<file path="src/rtl/ddr_cfg_pkg.sv">
package ddr_cfg_pkg;
  localparam int unsigned NUM_PTR    = 'h10;
  localparam int unsigned NUM_WIN    = 'h11;
  localparam int unsigned NUM_BANK0  = 'h40;
  localparam logic [31:0] IDX_OPT    = 32'h21;
  localparam int unsigned EN_BIT     = 27;
  localparam logic [31:0] ST_READY   = 32'h8000_0000;
  localparam logic [31:0] ST_BANKCF  = 32'h0000_8001;
  localparam logic [31:0] ST_DLL     = 32'h0200_0000;

  // Encoded bank descriptor; 0 for an unsupported size.
  function automatic logic [31:0] bank_word(int unsigned size_mb, int unsigned base_mb);
    logic [31:0] w;
    int unsigned units;
    w = '0;
    if (size_mb >= 8 && size_mb <= 4096 && (size_mb & (size_mb - 1)) == 0) begin
      units      = 1024 - size_mb / 8;
      w[15:6]    = units[9:0];
      w[31:21]   = 11'((base_mb >> 3) & 'h7FF);
      w[0]       = 1'b1;
    end
    return w;
  endfunction
endpackage

</file>
<file path="src/rtl/ddr_bank_words.sv">
module ddr_bank_words #(
  parameter int unsigned NUM_BANKS = 4,
  parameter int unsigned BANK_MB      [NUM_BANKS] = '{256, 8, 24, 0},
  parameter int unsigned BANK_BASE_MB [NUM_BANKS] = '{0, 1024, 0, 0}
) (
  output logic [31:0] word_o [NUM_BANKS]
);
  for (genvar b = 0; b < NUM_BANKS; b++) begin : g_bank
    assign word_o[b] = ddr_cfg_pkg::bank_word(BANK_MB[b], BANK_BASE_MB[b]);
  end
endmodule

</file>
<file path="src/rtl/ddr_enable_ctl.sv">
module ddr_enable_ctl (
  input  logic clk_i,
  input  logic rst_ni,
  input  logic opt_wr_i,
  input  logic opt_en_i,
  output logic en_o,
  output logic map_all_o,
  output logic unmap_all_o
);
  logic en_q, map_q, unmap_q;

  always_ff @(posedge clk_i or negedge rst_ni) begin
    if (!rst_ni) en_q <= 1'b0;
    else if (opt_wr_i) en_q <= opt_en_i;
  end

  // pulses only on a change of the flag
  always_ff @(posedge clk_i or negedge rst_ni) begin
    if (!rst_ni) begin
      map_q   <= 1'b0;
      unmap_q <= 1'b0;
    end else begin
      map_q   <= opt_wr_i &&  opt_en_i && !en_q;
      unmap_q <= opt_wr_i && !opt_en_i &&  en_q;
    end
  end

  assign en_o        = en_q;
  assign map_all_o   = map_q;
  assign unmap_all_o = unmap_q;


  map_sets_flag_chk: assert property (@(posedge clk_i) disable iff (!rst_ni)
    map_q |-> en_q && !$past(en_q));

  unmap_clears_flag_chk: assert property (@(posedge clk_i) disable iff (!rst_ni)
    unmap_q |-> !en_q && $past(en_q));

  map_single_chk: assert property (@(posedge clk_i) disable iff (!rst_ni)
    map_q |=> !map_q);

  flag_change_pulses_chk: assert property (@(posedge clk_i) disable iff (!rst_ni)
    (en_q != $past(en_q)) |-> (map_q || unmap_q));
endmodule

</file>
<file path="src/rtl/ddr_cfg_regs.sv">
module ddr_cfg_regs #(
  parameter int unsigned NUM_W     = 10,
  parameter int unsigned NUM_BANKS = 4,
  parameter int unsigned BANK_MB      [NUM_BANKS] = '{256, 8, 24, 0},
  parameter int unsigned BANK_BASE_MB [NUM_BANKS] = '{0, 1024, 0, 0}
) (
  input  logic             clk_i,
  input  logic             rst_ni,
  input  logic [NUM_W-1:0] dcr_num_i,
  input  logic             dcr_wr_i,
  input  logic             dcr_rd_i,
  input  logic [31:0]      dcr_wdata_i,
  output logic [31:0]      dcr_rdata_o,
  output logic             map_all_o,
  output logic             unmap_all_o
);
  import ddr_cfg_pkg::*;
  localparam int unsigned IDX_W = (NUM_BANKS > 1) ? $clog2(NUM_BANKS) : 1;

  logic [31:0] ptr_q, rdata_q, rd_word;
  logic [31:0] bank_words [NUM_BANKS];
  logic        hit_ptr, hit_win, hit_bank, opt_wr, en;
  logic [IDX_W-1:0] bank_idx;

  assign hit_ptr  = dcr_num_i == NUM_W'(NUM_PTR);
  assign hit_win  = dcr_num_i == NUM_W'(NUM_WIN);
  assign hit_bank = dcr_num_i >= NUM_W'(NUM_BANK0) && dcr_num_i < NUM_W'(NUM_BANK0 + NUM_BANKS);
  assign bank_idx = IDX_W'(dcr_num_i - NUM_W'(NUM_BANK0));
  assign opt_wr   = dcr_wr_i && hit_win && ptr_q == IDX_OPT;

  ddr_bank_words #(
    .NUM_BANKS(NUM_BANKS), .BANK_MB(BANK_MB), .BANK_BASE_MB(BANK_BASE_MB)
  ) u_banks (
    .word_o(bank_words)
  );

  ddr_enable_ctl u_en (
    .clk_i(clk_i), .rst_ni(rst_ni),
    .opt_wr_i(opt_wr), .opt_en_i(dcr_wdata_i[EN_BIT]),
    .en_o(en), .map_all_o(map_all_o), .unmap_all_o(unmap_all_o)
  );

  always_ff @(posedge clk_i or negedge rst_ni) begin
    if (!rst_ni) ptr_q <= '0;
    else if (dcr_wr_i && hit_ptr) ptr_q <= dcr_wdata_i;
  end

  always_comb begin
    rd_word = '0;
    if (hit_ptr) begin
      rd_word = ptr_q;
    end else if (hit_win) begin
      case (ptr_q)
        32'h14, 32'h1F: rd_word = ST_READY;
        IDX_OPT:        rd_word[EN_BIT] = en;
        32'h40:         rd_word = ST_BANKCF;
        32'h7A:         rd_word = ST_DLL;
        default:        rd_word = '0;
      endcase
    end else if (hit_bank) begin
      rd_word = bank_words[bank_idx];
    end
  end

  always_ff @(posedge clk_i or negedge rst_ni) begin
    if (!rst_ni) rdata_q <= '0;
    else if (dcr_rd_i) rdata_q <= rd_word;
  end

  assign dcr_rdata_o = rdata_q;


  ptr_write_chk: assert property (@(posedge clk_i) disable iff (!rst_ni)
    dcr_wr_i && hit_ptr |=> ptr_q == $past(dcr_wdata_i));

  unlisted_zero_chk: assert property (@(posedge clk_i) disable iff (!rst_ni)
    dcr_rd_i && !hit_ptr && !hit_win && !hit_bank |=> dcr_rdata_o == 32'h0);

  no_write_no_pulse_chk: assert property (@(posedge clk_i) disable iff (!rst_ni)
    !dcr_wr_i |=> !map_all_o && !unmap_all_o);

  rdata_hold_chk: assert property (@(posedge clk_i) disable iff (!rst_ni)
    !dcr_rd_i |=> $stable(dcr_rdata_o));

  pulse_excl_chk: assert property (@(posedge clk_i) disable iff (!rst_ni)
    !(map_all_o && unmap_all_o));
endmodule

</file>
<file path="config.mk">
export PLATFORM = sky130hd
export DESIGN_NAME = ddr_cfg_regs
export DESIGN_NICKNAME = d
export VERILOG_FILES = /design/src/rtl/ddr_cfg_pkg.sv /design/src/rtl/ddr_bank_words.sv /design/src/rtl/ddr_enable_ctl.sv /design/src/rtl/ddr_cfg_regs.sv
export SDC_FILE = /design/constraint.sdc
export NUM_CORES = 1
export LEC_CHECK = 0
export BUFFER_PORTS_ARGS = -buffer_cell sky130_fd_sc_hd__buf_2
export CAP_MARGIN = 10
export CORE_MARGIN = 1
export CORE_UTILIZATION = 50
export CTS_CLUSTER_SIZE = 20
export DETAILED_ROUTE_END_ITERATION = 12
export PLACE_DENSITY = 0.82
export SETUP_SLACK_MARGIN = 0.02
export SYNTH_ARGS = -nofsm -noshare
export SYNTH_HDL_FRONTEND = slang
export SYNTH_HIERARCHICAL = 1
export SYNTH_SLANG_ARGS = --single-unit
</file>
<file path="constraint.sdc">
create_clock -name clk_i -period 3.8 [get_ports clk_i]
set_input_delay 0.19 -clock clk_i [delete_from_list [all_inputs] [get_ports clk_i]]
set_output_delay 0.19 -clock clk_i [all_outputs]
set_load 0.01 [all_outputs]
</file>
# Word-level counts from Yosys, hierarchy flattened
# Cells that the tools add are included.
# word_totals
out_inout_bits,34
wordCells,37
register_bits,67
in_bits,46
# classes
n_reduce_logical,11
add_sub_neg,1
bitwise,1
muxes,9
n_eq_ne,7
magnitude_cmp,3
# op_table
cell,count
2-to-1 mux 32 bit,5
binary-select mux 32 bit (select 2 bit),1
== test 32 x 5 -> 1 bit (second input constant),2
== test 32 x 7 -> 1 bit (second input constant),2
one-hot mux 26 bit (2 select lines),1
== test 32 x 6 -> 1 bit (second input constant),1
== test 10 x 5 -> 1 bit (second input constant),2
greater-or-equal comparator 10 x 7 -> 1 bit (second input constant),1
less-than comparator 10 x 7 -> 1 bit (second input constant),1
logical AND 1 bit,8
2-to-1 mux 4 bit,1
greater-or-equal comparator 3 bit (second input constant),1
NOT 2 -> 3 bit,1
logical NOT 1 bit,2
OR reduction 2 bit,1
subtractor 2 x 1 -> 2 bit (second input constant),1
2-to-1 mux 1 bit,1

# Logic depth before layout (Yosys ltp)
# logic_depth
word_depth,8
ltp_mapped,7
mapped_depth_nobuf,5

# By module
# The synthesis kept the hierarchy.
# by_module_without_submodules
mod,seq_area_each_um2,area_each_um2,cells_each,instances
ddr_cfg_regs,1601.5,3814.9,297,1
ddr_bank_words,0.0,968.4,130,1
ddr_enable_ctl,75.1,110.1,6,1

# Least setup slack after synthesis
# OpenSTA, ideal clock, no wires.
# synth_path
path_kind,input-to-reg
from,input port dcr_num_i[3]
to,register u_en.en_q (netlist: u_en/en_o)
path_slack_ns,1.883
t_arrival_ns,1.792
t_required_ns,3.675
path_stages,6
cell_sequence,nor4_1 and2_1 clkbuf_1 nand3_1 nor4_1 mux2_4
# synth_between
elab_chain_cells,3
# synth_rtl
element,line,rtl
"start, declared",ddr_cfg_regs.sv:9,"input logic [NUM_W-1:0] dcr_num_i,"
== test 10 x 5 -> 1 bit,ddr_cfg_regs.sv:26,assign hit_win = dcr_num_i == NUM_W'(NUM_WIN);
logical AND 1 bit (2 in a row),ddr_cfg_regs.sv:29,assign opt_wr = dcr_wr_i && hit_win && ptr_q == IDX_OPT;
named net opt_wr,ddr_cfg_regs.sv:22,"logic hit_ptr, hit_win, hit_bank, opt_wr, en;"
"end signal, assigned",ddr_enable_ctl.sv:14,else if (opt_wr_i) en_q <= opt_en_i;
"end, declared",ddr_enable_ctl.sv:10,"logic en_q, map_q, unmap_q;"
# The timed path passes the listed nets, and every way through them passes these cells.
# A chain may end at the register's enable or synchronous reset.

# Worst setup path after layout
# layout_path
from,input port dcr_num_i[3]
to,register rdata_q[7] (netlist: dcr_rdata_o[7])
# layout_between
elab_chain_cells,5
elab_cells_between_ends,8
classes_between,order compare: 2; eq/ne: 2; mux: 3; reduce/logical: 1
# layout_rtl
element,line,rtl
greater-or-equal comparator 10 x 7 -> 1 bit or less-than comparator 10 x 7 -> 1 bit (tied branches),ddr_cfg_regs.sv:27,assign hit_bank = dcr_num_i >= NUM_W'(NUM_BANK0) && dcr_num_i < NUM_W'(NUM_BANK0 + NUM_BANKS);
logical AND 1 bit,ddr_cfg_regs.sv:27,
2-to-1 mux 32 bit,ddr_cfg_regs.sv:60,end else if (hit_bank) begin
2-to-1 mux 32 bit,ddr_cfg_regs.sv:52,end else if (hit_win) begin
2-to-1 mux 32 bit (*),ddr_cfg_regs.sv:50,if (hit_ptr) begin
"end signal, assigned",ddr_cfg_regs.sv:67,else if (dcr_rd_i) rdata_q <= rd_word;
"end, declared",ddr_cfg_regs.sv:20,"logic [31:0] ptr_q, rdata_q, rd_word;"
# Mark *: on every way between the ends. The rest lies on a longest branch, timed or not.

==> results.env <==
OUTCOME='completed'
VIA_COUNT=3070
CLOCKROOTBUFFER='sky130_fd_sc_hd__clkbuf_8'
PLACE_CONGESTION=0.888
GRTUSAGETOTAL_PCT=20.0
SEQ_AREA_FRAC_SYNTH_PCT=34.3
GRT_MAX_DEGREE=70
POWER-PER-CELL-AREA_nW_PER_UM2=330
PATH_CLASS='input port to flip-flop'
FIN_CRIT_PS=2260
IO_PINS=80
ROUTE.DETAILED.VIAS_PER_INST=4.85
LAYOUT-DRIVE-GT1-SHARE_PCT=33.3
LEAK_PWR_uW=0.00252
POST-ROUTE-PERIOD-UTIL_PCT=59.4
DIEHEIGHT_UM=101
DRV_SLEW=0
TRITONCTS_BUFFER_COUNT=9
SYNTHESIZED_NETLIST_CELL_COUNT=433
FINALHOLDVIOLATIONS=0
NUMBER_OF_FLOPS_MAPPED_TO_ENABLE_CELLS_BY_YOSYS=0
EFFECTIVE_UTILIZATION_AT_FLOORPLAN_PCT=52.2
ANTENNA_FOUND_INITIAL=0
SYNTH.DISTINCT_CELLS=38
TRANSITION_AT_THE_PIN_WITH_THE_SMALLEST_MAX_TRANSITION_SLACK_PS=1160
WORST_IR_DROP_VDD_mV=0.209
POST-SYNTH-TOP-AREA-FRACTION_PCT=34.3
TIMING.CRITICAL_PATH.FROM_TYPE='input port'
SYNTH_MOST_COMMON_CELL='sky130_fd_sc_hd__buf_4'
SYNTHARSTFLOPSHARE_PCT=100
CORE-AREA_UM2=9370
POST-CTS-SETUP-BUFFER-COUNT=0
CRIT_ARRIVAL_PS=2520
CTS.SINKS=67
POST-ROUTE-DRC-COUNT=0
NUMBER_OF_GLOBAL_ROUTE_VIAS_BEFORE_REPAIR=3219
GRT_PASS1_WL_UM=15400
NETLIST_TOP_CELLS_COUNT='131 x sky130_fd_sc_hd__buf_4, 67 x sky130_fd_sc_hd__dfrtp_1, 32 x sky130_fd_sc_hd__mux4_2'
SETUP_VIOL=0
ROUTE.DETAILED.WL_PER_INST_UM=14.7
POSTSYNTHAREAPERCELL_UM2=11.3
CTS_MAX_PATH_BUFFERS=2
WORST_CASE_HOLD_SLACK_PS=70.8
TRITONCTS='done'
MIN-DELAY-PATH-CLASS='input port to flip-flop'
DRTANTENNAVIOLNETS=0
YOSYSWARNINGS=6
HPWLAFTERDP_UM=6500
NUM-NETS-FINAL=545
GRT_SETUP_UNREPAIRED='false'
WORST_CLOCK_SKEW_PS=10.6
FLOW.AREA_GROWTH_FROM_SYNTHESIS_PCT=3.22
FINAL_CORE_UTILIZATION_PCT=53.9
NUMPLACEDINSTANCES=616
NUMPORTBUFFERS=79
GLOBALROUTE.TOTALOVERFLOW=0
NETLIST_TOP_CELLS_AREA='sky130_fd_sc_hd__dfrtp_1 34%, sky130_fd_sc_hd__buf_4 20%, sky130_fd_sc_hd__mux4_2 15%'
DETAIL_ROUTE.ITER0.VIOLATIONS=120
FIN_TNS_SETUP_PS=0
POSTSYNTH.TOPFLOPCELL='sky130_fd_sc_hd__dfrtp_1'
NETLIST_AREA_BEFORE_PLACEMENT_UM2=4890
DETAILEDROUTE.FIRSTPASSITERATIONCOUNT=4
CLK-INSERTION-DELAY-LATE_PS=350
TIMING.FMAX_GHz=0.443
CAP_VIOL_MAX_COUNT=0
REPORT.POWER.TOTAL_uW=1670
HTREE_NUM_LEVELS=3
DESIGN.DIE.AREA_UM2=10200
ANTENNA-DIODE-COUNT=0
CRITICAL_PATH.MAX_FANOUT=29
DIE_WIDTH_UM=101
CLKTRANSATPATHREGS_PS=80
POST-SYNTH-TOP-AREA-CELL='sky130_fd_sc_hd__dfrtp_1'
PLACEMENTROWS=35
FIN_CELLS=633
YS_FF_LATCH=67
CTS_REPAIR_RESIZE_COUNT=0
KIND_OF_END_POINT_OF_THE_CRITICAL_PATH='flip-flop'
WL_UM=9340
CTS_HOLD_REPAIR.BUFFERS=1
R2R_SLACK_PS=1580
WORST_EP_REQUIRED_TIME_PS=4060
SLEW-LIMIT-HEADROOM_PCT=22.5
==> logic make-up after synthesis <==
logic type,Yosys count,share of synthesized area [%]
mux,65,24.7
other cells,2,0.153
simple gates,73,8.62
buf+inv,156,23.2
flops,67,34.3
compound gates,70,9.08
==> report_power, final <==
group          switching (uW)  leakage, uW  total [uW]  internal, uW
clock                     286     0.000108         673           387
sequential               18.1     0.000890         758           740
combinational             121      0.00152         235           114
total                     425      0.00252        1670          1240
==> per-stage QoR <==
| step | setup WS, ps | area [um^2] |
|---|---|---|
| floorplan | 1880 | 5370 |
| global placement | 1350 | 4810 |
| detailed placement | 1250 | 4810 |
| CTS | 1590 | 5050 |
| global route | 1390 | 5050 |
| finish | 1540 | 5050 |
==> state kept, by name, summed over array words and instances (netlist names) <==
| signal | flops |
|---|---|
| u_en/map_all_o | 1 |
| u_en/en_o | 1 |
| ptr_q | 32 |
| dcr_rdata_o | 32 |
| u_en/unmap_all_o | 1 |
==> layout make-up <==
| class | instances | area (um^2) |
|---|---|---|
| clock inverters | 6 | 88.8 |
| fillers | 800 | 4320 |
| well taps | 129 | 161 |
| repair buffers | 82 | 420 |
| clock buffers | 10 | 138 |
| inverters | 3 | 11.3 |
| multi-input cells | 336 | 2550 |
| flip-flops and latches | 67 | 1680 |
==> worst max-delay path: stages <==
cell and delay [ps]:
sky130_fd_sc_hd__buf_2 90, sky130_fd_sc_hd__nor4_1 740, sky130_fd_sc_hd__and3_1 1060, sky130_fd_sc_hd__a22oi_1 230
sky130_fd_sc_hd__a21oi_1 200
==> cells in the final DEF, fill, tap and decap left out, drive strengths merged, types with 2 or more instances in the layout <==
cell type,instances
a21oi,28
a22o,2
a22oi,27
a31oi,5
and2,2
and3,2
and3b,2
and4,2
buf,81
bufinv,2
clkbuf,10
clkinv,2
clkinvlp,2
conb,128
dfrtp,67
inv,3
mux2,33
mux4,32
nand2,4
nand2b,4
nand3,4
nand4,3
nor2,29
nor2b,4
nor4,9
o21ai,2
o22ai,3
or3,3
==> path summary, 6_finish.rpt <==
path | depth (start not counted) | from | end
max in group asynchronous | 3 | rst_ni | dcr_rdata_o[7]
min reg2reg | 2 | dcr_rdata_o[6] | dcr_rdata_o[6]
max | 5 | dcr_num_i[3] | dcr_rdata_o[7]
max reg2reg | 5 | ptr_q[19] | u_en/en_o
min | 2 | dcr_wdata_i[3] | ptr_q[3]
min in group asynchronous | 2 | rst_ni | ptr_q[2]
==> metal layers <==
metal	up-vias	track usage, %	wire length [um]
met4	0	9.14	199
li1	1449	-	-
met3	16	3.81	449
met1	1512	24.2	3980
met2	93	34.7	4700
met5	-	0	0
Power figures use the tool's default switching activity.
